[src/rtl/flash_pe_pkg.sv]
package flash_pe_pkg;
   localparam int unsigned DW = 32;
   localparam logic [DW-1:0] PE_UNLOCK  = 32'hB119_24E1;
   localparam logic [DW-1:0] OPC_ERASE  = 32'h3141_5927;
   localparam logic [DW-1:0] OPC_WRITE  = 32'h2718_2818;
   localparam int unsigned ERR_W    = 3;
   localparam int unsigned ERR_SEQ  = 0;
   localparam int unsigned ERR_OVF  = 1;
   localparam int unsigned ERR_BUSY = 2;
   localparam int unsigned XF_SIZE_LSB = 16;
   localparam int unsigned XF_INFO_BIT = 24;
endpackage

[src/rtl/fpe_wbuf.sv]
module fpe_wbuf #(
   parameter int unsigned DEPTH = 32,
   parameter int unsigned NRD   = 2,
   localparam int unsigned IDX_W = $clog2(DEPTH)
) (
   input  logic                  clk,
   input  logic                  rst_n,
   input  logic                  we,
   input  logic [IDX_W-1:0]      waddr,
   input  logic [31:0]           wdata,
   input  logic [IDX_W-1:0]      sw_idx,
   output logic [31:0]           sw_data,
   input  logic [NRD*IDX_W-1:0]  eng_idx,
   output logic [NRD*32-1:0]     eng_data
);
   logic [31:0] mem_q [DEPTH];

   always_ff @(posedge clk or negedge rst_n) begin
      if (!rst_n) begin
         for (int i = 0; i < DEPTH; i++) mem_q[i] <= '0;
      end else if (we) begin
         mem_q[waddr] <= wdata;
      end
   end

   assign sw_data = mem_q[sw_idx];

   for (genvar p = 0; p < NRD; p++) begin : g_port
      assign eng_data[p*32 +: 32] = mem_q[eng_idx[p*IDX_W +: IDX_W]];
   end
endmodule

[src/rtl/fpe_bank_engine.sv]
module fpe_bank_engine #(
   parameter int unsigned OFS_W        = 16,
   parameter int unsigned CNT_W        = 5,
   parameter int unsigned PAGE_W       = 9,
   parameter int unsigned PROG_CYCLES  = 48,
   parameter int unsigned ERASE_CYCLES = 64,
   localparam int unsigned MAX_LAT = (PROG_CYCLES > ERASE_CYCLES) ? PROG_CYCLES : ERASE_CYCLES,
   localparam int unsigned TICK_W  = $clog2(MAX_LAT + 1)
) (
   input  logic             clk,
   input  logic             rst_n,
   input  logic             start,
   input  logic             start_erase,
   input  logic [OFS_W-1:0] start_ofs,
   input  logic [CNT_W-1:0] start_last,
   input  logic             start_info,
   output logic             busy,
   output logic             op_erase,
   output logic [CNT_W-1:0] buf_idx,
   input  logic [31:0]      buf_data,
   output logic             arr_prog,
   output logic             arr_erase,
   output logic             arr_info,
   output logic [OFS_W-1:0] arr_addr,
   output logic [31:0]      arr_wdata
);
   logic             busy_q, erase_q, info_q, issue_q;
   logic [OFS_W-1:0] ofs_q;
   logic [CNT_W-1:0] last_q, idx_q;
   logic [TICK_W-1:0] tick_q, tick_end;

   assign tick_end = erase_q ? TICK_W'(ERASE_CYCLES - 1) : TICK_W'(PROG_CYCLES - 1);

   always_ff @(posedge clk or negedge rst_n) begin
      if (!rst_n) begin
         busy_q  <= 1'b0;
         erase_q <= 1'b0;
         info_q  <= 1'b0;
         issue_q <= 1'b0;
         ofs_q   <= '0;
         last_q  <= '0;
         idx_q   <= '0;
         tick_q  <= '0;
      end else if (start) begin
         busy_q  <= 1'b1;
         erase_q <= start_erase;
         info_q  <= start_info;
         issue_q <= !start_erase;
         ofs_q   <= start_ofs;
         last_q  <= start_last;
         idx_q   <= '0;
         tick_q  <= '0;
      end else if (busy_q) begin
         tick_q <= tick_q + 1'b1;
         if (tick_q == tick_end) begin
            busy_q  <= 1'b0;
            issue_q <= 1'b0;
         end
         if (issue_q) begin
            if (idx_q == last_q) issue_q <= 1'b0;
            else                 idx_q   <= idx_q + 1'b1;
         end
      end
   end

   assign busy      = busy_q;
   assign op_erase  = erase_q;
   assign buf_idx   = idx_q;
   assign arr_prog  = issue_q;
   assign arr_erase = busy_q && erase_q && (tick_q == '0);
   assign arr_info  = busy_q && info_q;
   assign arr_wdata = buf_data;
   assign arr_addr  = erase_q ? {ofs_q[OFS_W-1:PAGE_W], {PAGE_W{1'b0}}}
                              : ofs_q + OFS_W'(idx_q);

   AST_ERASE_SINGLE: assert property (@(posedge clk) disable iff (!rst_n)
      arr_erase |=> !arr_erase);
   AST_PROG_STEP: assert property (@(posedge clk) disable iff (!rst_n)
      (arr_prog && $past(arr_prog)) |-> (arr_addr == $past(arr_addr) + OFS_W'(1)));
   AST_NO_RESTART: assert property (@(posedge clk) disable iff (!rst_n)
      start |-> !busy_q);
endmodule

[src/rtl/flash_pe_ctrl.sv]
module flash_pe_ctrl
   import flash_pe_pkg::*;
#(
   parameter int unsigned NUM_BANKS    = 2,
   parameter int unsigned BANK_WORDS   = 65536,
   parameter int unsigned PAGE_WORDS   = 512,
   parameter int unsigned BUF_WORDS    = 32,
   parameter int unsigned PROG_CYCLES  = 48,
   parameter int unsigned ERASE_CYCLES = 64,
   localparam int unsigned BK_W   = $clog2(NUM_BANKS),
   localparam int unsigned OFS_W  = $clog2(BANK_WORDS),
   localparam int unsigned CNT_W  = $clog2(BUF_WORDS),
   localparam int unsigned PAGE_W = $clog2(PAGE_WORDS),
   localparam int unsigned ADDR_W = 7
) (
   input  logic                       clk,
   input  logic                       rst_n,
   input  logic                       reg_we,
   input  logic                       reg_re,
   input  logic [ADDR_W-1:0]          reg_addr,
   input  logic [31:0]                reg_wdata,
   output logic [31:0]                reg_rdata,
   input  logic                       rd_req,
   input  logic [BK_W-1:0]            rd_bank,
   input  logic [OFS_W-1:0]           rd_addr,
   output logic                       rd_ready,
   output logic [31:0]                rd_data,
   output logic [BK_W-1:0]            arr_rd_bank,
   output logic [OFS_W-1:0]           arr_rd_addr,
   input  logic [31:0]                arr_rd_data,
   output logic [NUM_BANKS-1:0]       arr_prog,
   output logic [NUM_BANKS-1:0]       arr_erase,
   output logic [NUM_BANKS-1:0]       arr_info,
   output logic [NUM_BANKS*OFS_W-1:0] arr_addr,
   output logic [NUM_BANKS*32-1:0]    arr_wdata
);
   localparam logic [ADDR_W-1:0] A_XFER  = ADDR_W'(32);
   localparam logic [ADDR_W-1:0] A_KEY   = ADDR_W'(33);
   localparam logic [ADDR_W-1:0] A_ERR   = ADDR_W'(34);
   localparam int unsigned       A_CTRL0 = 35;

   if (NUM_BANKS < 2 || A_CTRL0 + NUM_BANKS > (1 << ADDR_W)) begin : g_bad_banks
      $error("flash_pe_ctrl: NUM_BANKS out of range");
   end
   if (BUF_WORDS < 2 || BUF_WORDS > 32 || (1 << CNT_W) != BUF_WORDS) begin : g_bad_buf
      $error("flash_pe_ctrl: BUF_WORDS must be a power of two up to 32");
   end
   if ((1 << OFS_W) != BANK_WORDS || OFS_W > XF_SIZE_LSB) begin : g_bad_bank
      $error("flash_pe_ctrl: BANK_WORDS must be a power of two up to 65536");
   end
   if ((1 << PAGE_W) != PAGE_WORDS || PAGE_WORDS >= BANK_WORDS) begin : g_bad_page
      $error("flash_pe_ctrl: PAGE_WORDS must be a power of two below BANK_WORDS");
   end
   if (PROG_CYCLES < BUF_WORDS || ERASE_CYCLES < 1) begin : g_bad_lat
      $error("flash_pe_ctrl: program latency must cover a full buffer");
   end

   logic [OFS_W-1:0]     x_ofs_q;
   logic [CNT_W-1:0]     x_size_q;
   logic                 x_info_q;
   logic                 key_armed;
   logic [ERR_W-1:0]     err_q, err_set;
   logic [NUM_BANKS-1:0] wr_ctrl, eng_start, eng_busy, eng_erase;
   logic                 ctrl_any, busy_hit, opc_ok, wr_ovf, err_clr;
   logic [NUM_BANKS*CNT_W-1:0] eng_idx;
   logic [NUM_BANKS*32-1:0]    eng_data;
   logic [31:0]          buf_sw_data;

   fpe_wbuf #(.DEPTH(BUF_WORDS), .NRD(NUM_BANKS)) u_wbuf (
      .clk      (clk),
      .rst_n    (rst_n),
      .we       (reg_we && (reg_addr < ADDR_W'(BUF_WORDS))),
      .waddr    (reg_addr[CNT_W-1:0]),
      .wdata    (reg_wdata),
      .sw_idx   (reg_addr[CNT_W-1:0]),
      .sw_data  (buf_sw_data),
      .eng_idx  (eng_idx),
      .eng_data (eng_data)
   );

   assign opc_ok  = (reg_wdata == OPC_ERASE) || (reg_wdata == OPC_WRITE);
   assign wr_ovf  = (reg_wdata == OPC_WRITE) &&
                    ((int'(x_ofs_q) + int'(x_size_q) + 1) > int'(BANK_WORDS));
   assign err_clr = reg_re && (reg_addr == A_ERR);

   always_comb begin
      ctrl_any = |wr_ctrl;
      busy_hit = |(wr_ctrl & eng_busy);
      err_set  = '0;
      if (ctrl_any) begin
         if (!key_armed)    err_set[ERR_SEQ]  = 1'b1;
         else if (busy_hit) err_set[ERR_BUSY] = 1'b1;
         else if (!opc_ok)  err_set[ERR_SEQ]  = 1'b1;
         else if (wr_ovf)   err_set[ERR_OVF]  = 1'b1;
      end
   end

   always_ff @(posedge clk or negedge rst_n) begin
      if (!rst_n) begin
         x_ofs_q   <= '0;
         x_size_q  <= '0;
         x_info_q  <= 1'b0;
         key_armed <= 1'b0;
         err_q     <= '0;
      end else begin
         if (reg_we && reg_addr == A_XFER) begin
            x_ofs_q  <= reg_wdata[OFS_W-1:0];
            x_size_q <= reg_wdata[XF_SIZE_LSB +: CNT_W];
            x_info_q <= reg_wdata[XF_INFO_BIT];
         end
         if (ctrl_any)                       key_armed <= 1'b0;
         else if (reg_we && reg_addr == A_KEY) key_armed <= (reg_wdata == PE_UNLOCK);
         err_q <= (err_clr ? '0 : err_q) | err_set;
      end
   end

   for (genvar b = 0; b < NUM_BANKS; b++) begin : g_bank
      assign wr_ctrl[b]   = reg_we && (reg_addr == ADDR_W'(A_CTRL0 + b));
      assign eng_start[b] = wr_ctrl[b] && key_armed && !eng_busy[b] && opc_ok && !wr_ovf;

      fpe_bank_engine #(
         .OFS_W(OFS_W), .CNT_W(CNT_W), .PAGE_W(PAGE_W),
         .PROG_CYCLES(PROG_CYCLES), .ERASE_CYCLES(ERASE_CYCLES)
      ) u_eng (
         .clk         (clk),
         .rst_n       (rst_n),
         .start       (eng_start[b]),
         .start_erase (reg_wdata == OPC_ERASE),
         .start_ofs   (x_ofs_q),
         .start_last  (x_size_q),
         .start_info  (x_info_q),
         .busy        (eng_busy[b]),
         .op_erase    (eng_erase[b]),
         .buf_idx     (eng_idx[b*CNT_W +: CNT_W]),
         .buf_data    (eng_data[b*32 +: 32]),
         .arr_prog    (arr_prog[b]),
         .arr_erase   (arr_erase[b]),
         .arr_info    (arr_info[b]),
         .arr_addr    (arr_addr[b*OFS_W +: OFS_W]),
         .arr_wdata   (arr_wdata[b*32 +: 32])
      );

      AST_START_KEYED: assert property (@(posedge clk) disable iff (!rst_n)
         $rose(eng_busy[b]) |-> $past(key_armed));
      AST_BUSY_ERR: assert property (@(posedge clk) disable iff (!rst_n)
         (wr_ctrl[b] && key_armed && eng_busy[b]) |=> err_q[ERR_BUSY]);
   end

   always_comb begin
      reg_rdata = '0;
      if (reg_addr < ADDR_W'(BUF_WORDS)) begin
         reg_rdata = buf_sw_data;
      end else if (reg_addr == A_XFER) begin
         reg_rdata[OFS_W-1:0]              = x_ofs_q;
         reg_rdata[XF_SIZE_LSB +: CNT_W]   = x_size_q;
         reg_rdata[XF_INFO_BIT]            = x_info_q;
      end else if (reg_addr == A_ERR) begin
         reg_rdata[ERR_W-1:0] = err_q;
      end else begin
         for (int b = 0; b < NUM_BANKS; b++) begin
            if (reg_addr == ADDR_W'(A_CTRL0 + b) && eng_busy[b])
               reg_rdata = eng_erase[b] ? OPC_ERASE : OPC_WRITE;
         end
      end
   end

   assign arr_rd_bank = rd_bank;
   assign arr_rd_addr = rd_addr;
   assign rd_data     = arr_rd_data;
   assign rd_ready    = !rd_req || !eng_busy[rd_bank];

   AST_KEY_CONSUMED: assert property (@(posedge clk) disable iff (!rst_n)
      ctrl_any |=> !key_armed);
   AST_ERR_CLEARED: assert property (@(posedge clk) disable iff (!rst_n)
      (err_clr && !ctrl_any) |=> (err_q == '0));
endmodule

[config.mk]
export PLATFORM = sky130hd
export DESIGN_NAME = flash_pe_ctrl
export DESIGN_NICKNAME = d
export VERILOG_FILES = /design/src/rtl/flash_pe_pkg.sv /design/src/rtl/fpe_wbuf.sv /design/src/rtl/fpe_bank_engine.sv /design/src/rtl/flash_pe_ctrl.sv
export SDC_FILE = /design/constraint.sdc
export NUM_CORES = 2
export LEC_CHECK = 0
export BUFFER_PORTS_ARGS = -buffer_cell sky130_fd_sc_hd__buf_2
export CAP_MARGIN = 5
export CORE_MARGIN = 10
export CORE_UTILIZATION = 25
export CTS_CLUSTER_DIAMETER = 100
export DETAILED_ROUTE_END_ITERATION = 12
export GPL_ROUTABILITY_DRIVEN = 0
export PLACE_DENSITY = 0.5
export SLEW_MARGIN = 10
export SYNTH_ARGS = -nofsm -noshare
export SYNTH_HDL_FRONTEND = slang
export SYNTH_HIERARCHICAL = 1
export SYNTH_SLANG_ARGS = --single-unit
[constraint.sdc]
create_clock -name clk -period 7 [get_ports clk]
set_input_delay 1.05 -clock clk [delete_from_list [all_inputs] [get_ports clk]]
set_output_delay 1.05 -clock clk [all_outputs]
set_load 0.005 [all_outputs]
Word-level counts from Yosys, hierarchy flattened
Cells that the tools add are included.
{"block": "op_classes", "reduce_logical": 43, "n_eq_ne": 14, "add_sub_neg": 8, "n_bitwise": 5, "n_mux": 68, "order_cmp": 7}
{"op": "$bwmux W1024", "count": 1}
{"op": "$bmux W32 S5", "count": 3}
{"op": "$mux W32", "count": 8}
{"op": "$demux W32 S5", "count": 1}
{"op": "$eq A32 B30 Y1 const B", "count": 2}
{"op": "$mux W30", "count": 2}
{"op": "$mux W29", "count": 2}
{"op": "$mux W5", "count": 10}
{"op": "$eq A7 B6 Y1 const B", "count": 5}
{"op": "$mux W7", "count": 5}
{"op": "$add A16 B5 Y16", "count": 2}
{"op": "$eq A32 B32 Y1 const B", "count": 1}
{"op": "$mux W16", "count": 2}
{"op": "$mux W27", "count": 1}
{"op": "$mux W1", "count": 26}
{"op": "$logic_and A1 B1 Y1", "count": 24}
{"op": "$mux W21", "count": 1}
{"op": "$add A17 B1 Y18 const B", "count": 1}
{"op": "$ge A6 B6 Y1 const B", "count": 3}
{"op": "$gt A18 B17 Y1 const B", "count": 1}
{"op": "$not A5 Y6", "count": 3}
{"op": "$add A16 B5 Y17", "count": 1}
{"op": "$add A7 B1 Y7 const B", "count": 2}
{"op": "$eq A7 B7 Y1", "count": 2}
{"op": "other kinds (16)", "count": 36}
{"block": "word_totals", "reg_bits": 1124, "input_bits": 93}

Logic depth before layout (Yosys ltp)
{"block": "depth", "word_depth": 10, "ltp_mapped": 15}

Modules after synthesis
Netlist, hierarchy kept.
{"module": "fpe_wbuf", "n_inst": 1, "area_per_inst_um2": 64992.3, "cells_each": 5763}
{"module": "fpe_bank_engine", "n_inst": 2, "area_per_inst_um2": 2294.7, "cells_each": 227}
{"module": "flash_pe_ctrl", "n_inst": 1, "area_per_inst_um2": 2711.4, "cells_each": 312}

Least setup slack after synthesis
No wires, ideal clock.
{"block": "synth_timing", "path_type": "input -> register", "start": "input reg_wdata[26]", "end": "register g_bank[0].u_eng.idx_q[2]", "setup_slack_ns": 3.189, "t_arrival_ns": 3.691, "path_stages": 11, "required_time_ns": 6.880, "setup_ns": 0.120, "cell_sequence": "and4bb_2 nand3_1 or4_4 a221o_1 or4_1 a21oi_1 buf_1 inv_1 nand2_1 a21oi_1 a31o_2"}
{"block": "synth_via", "elab_chain_cells": 6, "word_cells_on_any_way": 12, "cone_classes": "eq/ne: 3; mux: 1; reduce/logical: 8"}
{"element": "from (decl)", "line": "flash_pe_ctrl.sv:21", "text": "input logic [31:0] reg_wdata,"}
{"element": "$eq A32 B30 Y1, on equally long branches", "line": "flash_pe_ctrl.sv:81, flash_pe_ctrl.sv:82"}
{"element": "$logic_or A1 B1 Y1 or $logic_and A1 B1 Y1 (tied branches)", "line": "flash_pe_ctrl.sv:81, flash_pe_ctrl.sv:82"}
{"element": "$logic_and A1 B1 Y1 or $logic_not A1 Y1 (tied branches)", "line": "flash_pe_ctrl.sv:119", "text": "assign eng_start[b] = wr_ctrl[b] && key_armed && !eng_busy[b] && opc_ok && !wr_ovf;"}
{"element": "$logic_and A1 B1 Y1 (*)", "line": "flash_pe_ctrl.sv:119"}
{"element": "named net eng_start[0]", "line": "flash_pe_ctrl.sv:63", "text": "logic [NUM_BANKS-1:0] wr_ctrl, eng_start, eng_busy, eng_erase;"}
{"element": "$ne A2 B1 Y1 (no line) or $reduce_bool A2 Y1 (tied branches)"}
{"element": "$reduce_and A3 Y1 (no line)"}
{"element": "to (signal assigned)", "line": "fpe_bank_engine.sv:61", "text": "else idx_q <= idx_q + 1'b1;"}
{"element": "to (decl)", "line": "fpe_bank_engine.sv:29", "text": "logic [CNT_W-1:0] last_q, idx_q;"}
Mark *: on every way through the listed nets, which the timed path passes. The rest lies on a longest branch.
A chain may end at the register's enable or synchronous reset.

Final worst setup path
{"block": "layout_timing", "start": "input reg_addr[2]", "end": "output reg_rdata[16]"}
{"block": "layout_via", "word_cells_on_any_way": 16, "cone_classes": "order compare: 1; eq/ne: 4; mux: 8; bitwise: 1; reduce/logical: 2"}
{"element": "from (decl)", "line": "flash_pe_ctrl.sv:20", "text": "input logic [ADDR_W-1:0] reg_addr,"}
{"element": "$not A5 Y6 (not written as such)", "line": "fpe_wbuf.sv:26", "text": "assign sw_data = mem_q[sw_idx];"}
{"element": "$bmux W32 S5", "line": "fpe_wbuf.sv:26"}
{"element": "$mux W32 (not written as such) (2 in series)", "line": "fpe_wbuf.sv:26"}
{"element": "named net buf_sw_data[16]", "line": "flash_pe_ctrl.sv:67", "text": "logic [31:0] buf_sw_data;"}
{"element": "$mux W32", "line": "flash_pe_ctrl.sv:151", "text": "if (reg_addr < ADDR_W'(BUF_WORDS)) begin"}
{"element": "to (decl)", "line": "flash_pe_ctrl.sv:22", "text": "output logic [31:0] reg_rdata,"}
The timed path passes the listed nets, and every way through them passes these cells. The select of a mux whose other input is x is not followed.

==> results by group <==
Run status
  • Outcome: finished, final reports clean

Die
  • Row count: 197
  • Initial Util: ~25%
  • Die X-Extent: 558 um
  • Core ar.: 288,000 um^2
  • Die area: 311,000 um^2
  • Ports: 277
  • Die Height: between 500 and 600 um

Clock tree
  • Post-CTS Hold Buffers: 0
  • CTS H-tree lvls: 4
  • Postcts setup bufs: 0
  • Reg clk slew, reported paths: 0.05 ns
  • CTS tree: yes
  • CTS sink count: 1,124
  • Post-CTS Resized: 0
  • Clock tree root driver cell: clkbuf_16
  • Inserted Clock Buffers: 137
  • Clock tree buffer depth: 3
  • Worst-Skew Late Latency: 0.80 ns

Timing
  • Period Utilization, post-route: about three quarters
  • RSZ-0062 raised after global routing: false
  • Worst Skew: 0.0262 ns
  • Maximum operating frequency: 0.188 GHz
  • Pins Over Slew Limit: 0
  • Final Hold Violating Endpoints: 0
  • Slew headroom: a little under a fifth
  • Final critical-path required period: 5.33 ns
  • Worst Hold Slack: 0.293 ns
  • Final setup viols: 0
  • Final setup TNS: 0 ns
  • Actual slew at the worst max-slew pin: 1.23 ns

Global routing
  • Busiest grt layer: met2
  • Grt ovf: 0
  • Routing usage on met3: 4.25%
  • Met2 usage: 28.2%
  • Global-route wire length before repair: 429,000 um
  • Initial antenna violation count: 34
  • Aggregate global-route resource usage: between 10% and 20%
  • Largest net degree at the start of global routing: 161
  • Met1 Track Usage GR: 26.1%
  • Number of global-route vias before repair: ~56,000

Setup path
  • Worst path slowest cell: and2_4
  • Max incr delay on CP: slightly above 0.8 ns
  • Worst-path fanout max: 38
  • Worst path most repeated cell: buf_2
  • R2r setup slk: between 2 and 2.5 ns
  • CP Launch Type: input port
  • Setup CP Type: input port to output pin
  • Worst EP required: roughly 6.0 ns
  • Worst path bufs/invs: 3
  • Crit path max-delay family: simple AND/OR/NAND/NOR gates
  • Crit path capture type: output pin
  • Critical path data arrival time: about 4.3 ns
  • Crit-path cells: buf_2, and2_4, buf_12, a22o_1, nor3_1, a31oi_1, nand3_1, a221o_1, buf_2

Placement
  • Port Buffers: 180
  • Placed cell count: 9,934
  • Post-detail-place hpwl: approximately 180,000 um

Detailed routing
  • Antenna viol nets, final: 0
  • Via/cell ratio: 5.55
  • Detailed Routing Iterations Pass 1: 8
  • Remaining DRCs: 0
  • Post-Route WL: 306,000 um
  • Via count: 56,700
  • DRT iter0 DRCs: 6,498
  • WL per Instance: 30.0 um

Finish
  • Area Overhead vs Synth: 11.6%
  • Fin cells: 10,200
  • Layout cells sized above 1: 26.4%
  • Filler Cell Count: 29,800
  • Commonest non-fill, non-tap cell in the layout: mux2i_1
  • Most frequent cells in the layout: mux2i_1 (1,541), dfrtp_1 (1,122), mux2_2 (1,055)
  • NumNets Final: 6,409

Synthesis
  • Sequential fraction of the synthesis area: 38.9%
  • Cell count after synthesis: 6,529
  • Unique masters post-synth: 65
  • Most used DFF post-synth: dfrtp_1
  • Syn Area/Cell: 11.1 um^2
  • Cell area after synthesis: ~72,000 um^2
  • Share of synthesized registers carrying an async set or reset: 100%
  • Number of synthesized flops with an enable pin: 0
  • Synth Warn #: 6
  • Syn nets: 6,646
  • Seq cells post-synth: ~1,100

Power and ir drop
  • Cell Pwr Density: 212 nW/um^2
  • Static leakage: approximately 43 nW
  • Peak supply drop: ~0.25 mV

Job
  • Max cap viols: 0

Worst hold path
  • Worst hold path type: input port to async pin
## cells by family (layout without fill, tap and decap cells)
kind of cell / count (synthesis) / count (layout) / share of synthesized area, %
DFF: 1124 / 1124 / 38.9
buffers and inverters: 738 / 609 / 5.73
muxes: 2637 / 2637 / 38.4
other: 0 / 24 / 0
xor gates and xnor gates: 45 / 45 / 0.545
and+or+nand+nor: 969 / 969 / 6.54
adders and majority gates: 24 / 24 / 0.447
AOI/OAI and AO/OA: 992 / 992 / 9.43
## state kept, by name (all words and copies together), names as in the netlist
register and cells:
err_q 3, g_bank.u_eng/arr_prog 2, g_bank.u_eng/buf_idx 10, g_bank.u_eng/busy 2
g_bank.u_eng/info_q 2, g_bank.u_eng/last_q 10, g_bank.u_eng/ofs_q 32, g_bank.u_eng/op_erase 2
g_bank.u_eng/tick_q 14, key_armed 1, u_wbuf/mem_q 1024, x_info_q 1
x_ofs_q 16, x_size_q 5
## synth_stat cells, types with 16 or more instances
cell type | instances | area share [%]
buf_4 | 197 | 2.0
mux2i_1 | 1541 | 21
xor2_1 | 26 | 0.31
ha_1 | 21 | 0.36
buf_1 | 46 | 0.24
nand3_1 | 305 | 2.1
nor3_1 | 106 | 0.73
nand2_1 | 347 | 1.8
nor2b_1 | 18 | 0.16
buf_6 | 57 | 0.89
buf_2 | 164 | 1.1
nor2_4 | 16 | 0.25
a22oi_1 | 288 | 3.0
clkbuf_1 | 252 | 1.3
nor2_1 | 62 | 0.32
inv_1 | 22 | 0.11
a31oi_1 | 100 | 0.87
o21ai_0 | 22 | 0.15
nand4_1 | 26 | 0.23
dfrtp_1 | 1124 | 39
mux2_1 | 41 | 0.64
a21oi_1 | 313 | 2.2
xnor2_1 | 19 | 0.23
mux2_2 | 1055 | 16
a22o_1 | 202 | 2.4
## path summary, 6_finish.rpt
check                                  from                   endpoint  depth (start not counted)
worst min-delay path                  rst_n  g_bank[0].u_eng/ofs_q[10]                          1
worst max register to register   x_ofs_q[0]   g_bank[0].u_eng/ofs_q[0]                         12
worst min register to register     err_q[1]                   err_q[1]                          2
worst max-delay path            reg_addr[2]              reg_rdata[16]                          9
max in group asynchronous             rst_n          u_wbuf/mem_q[567]                          2
min in group clk                   err_q[1]                   err_q[1]                          2
## layer usage
metal	vias to the layer above	share of wire (%)	routed length, um
li1	23800	-	-
met2	2672	43	131000
met3	725	8.6	26300
met1	29500	44	136000
met4	10	4.3	13300
met5	-	0.019	58
## stage by stage
step	setup slack [ns]	power, mW	instance area [um^2]	util (%)
3_3_place_gp	1.86	9.68	76000	26.4
5_1_grt	1.63	17.8	80600	28.0
3_5_place_dp	1.80	9.75	76000	26.4
4_1_cts	1.68	17.2	80600	28.0
6_report	1.67	17.1	80700	28.0
2_1_floorplan	3.19	8.94	72300	-
## where the power goes
part	internal, mW	switching (mW)	total [mW]
Clock	4.42	3.03	7.45
Sequential	7.00	0.533	7.53
Combinational	0.958	1.17	2.13
## final cells by class
cell class | count | area (um^2) | share of cell area (%)
antenna | 24 | 60.1 | 0.0745
clock buffer | 213 | 4200 | 5.21
clock inverter | 34 | 432 | 0.535
inverter | 22 | 82.6 | 0.102
multi-input combinational | 4667 | 40300 | 49.9
sequential | 1124 | 28100 | 34.9
tap | 3781 | 4730 | 5.86
timing repair buffer | 340 | 2770 | 3.44
No activity file was read; power rests on OpenSTA's default activity.
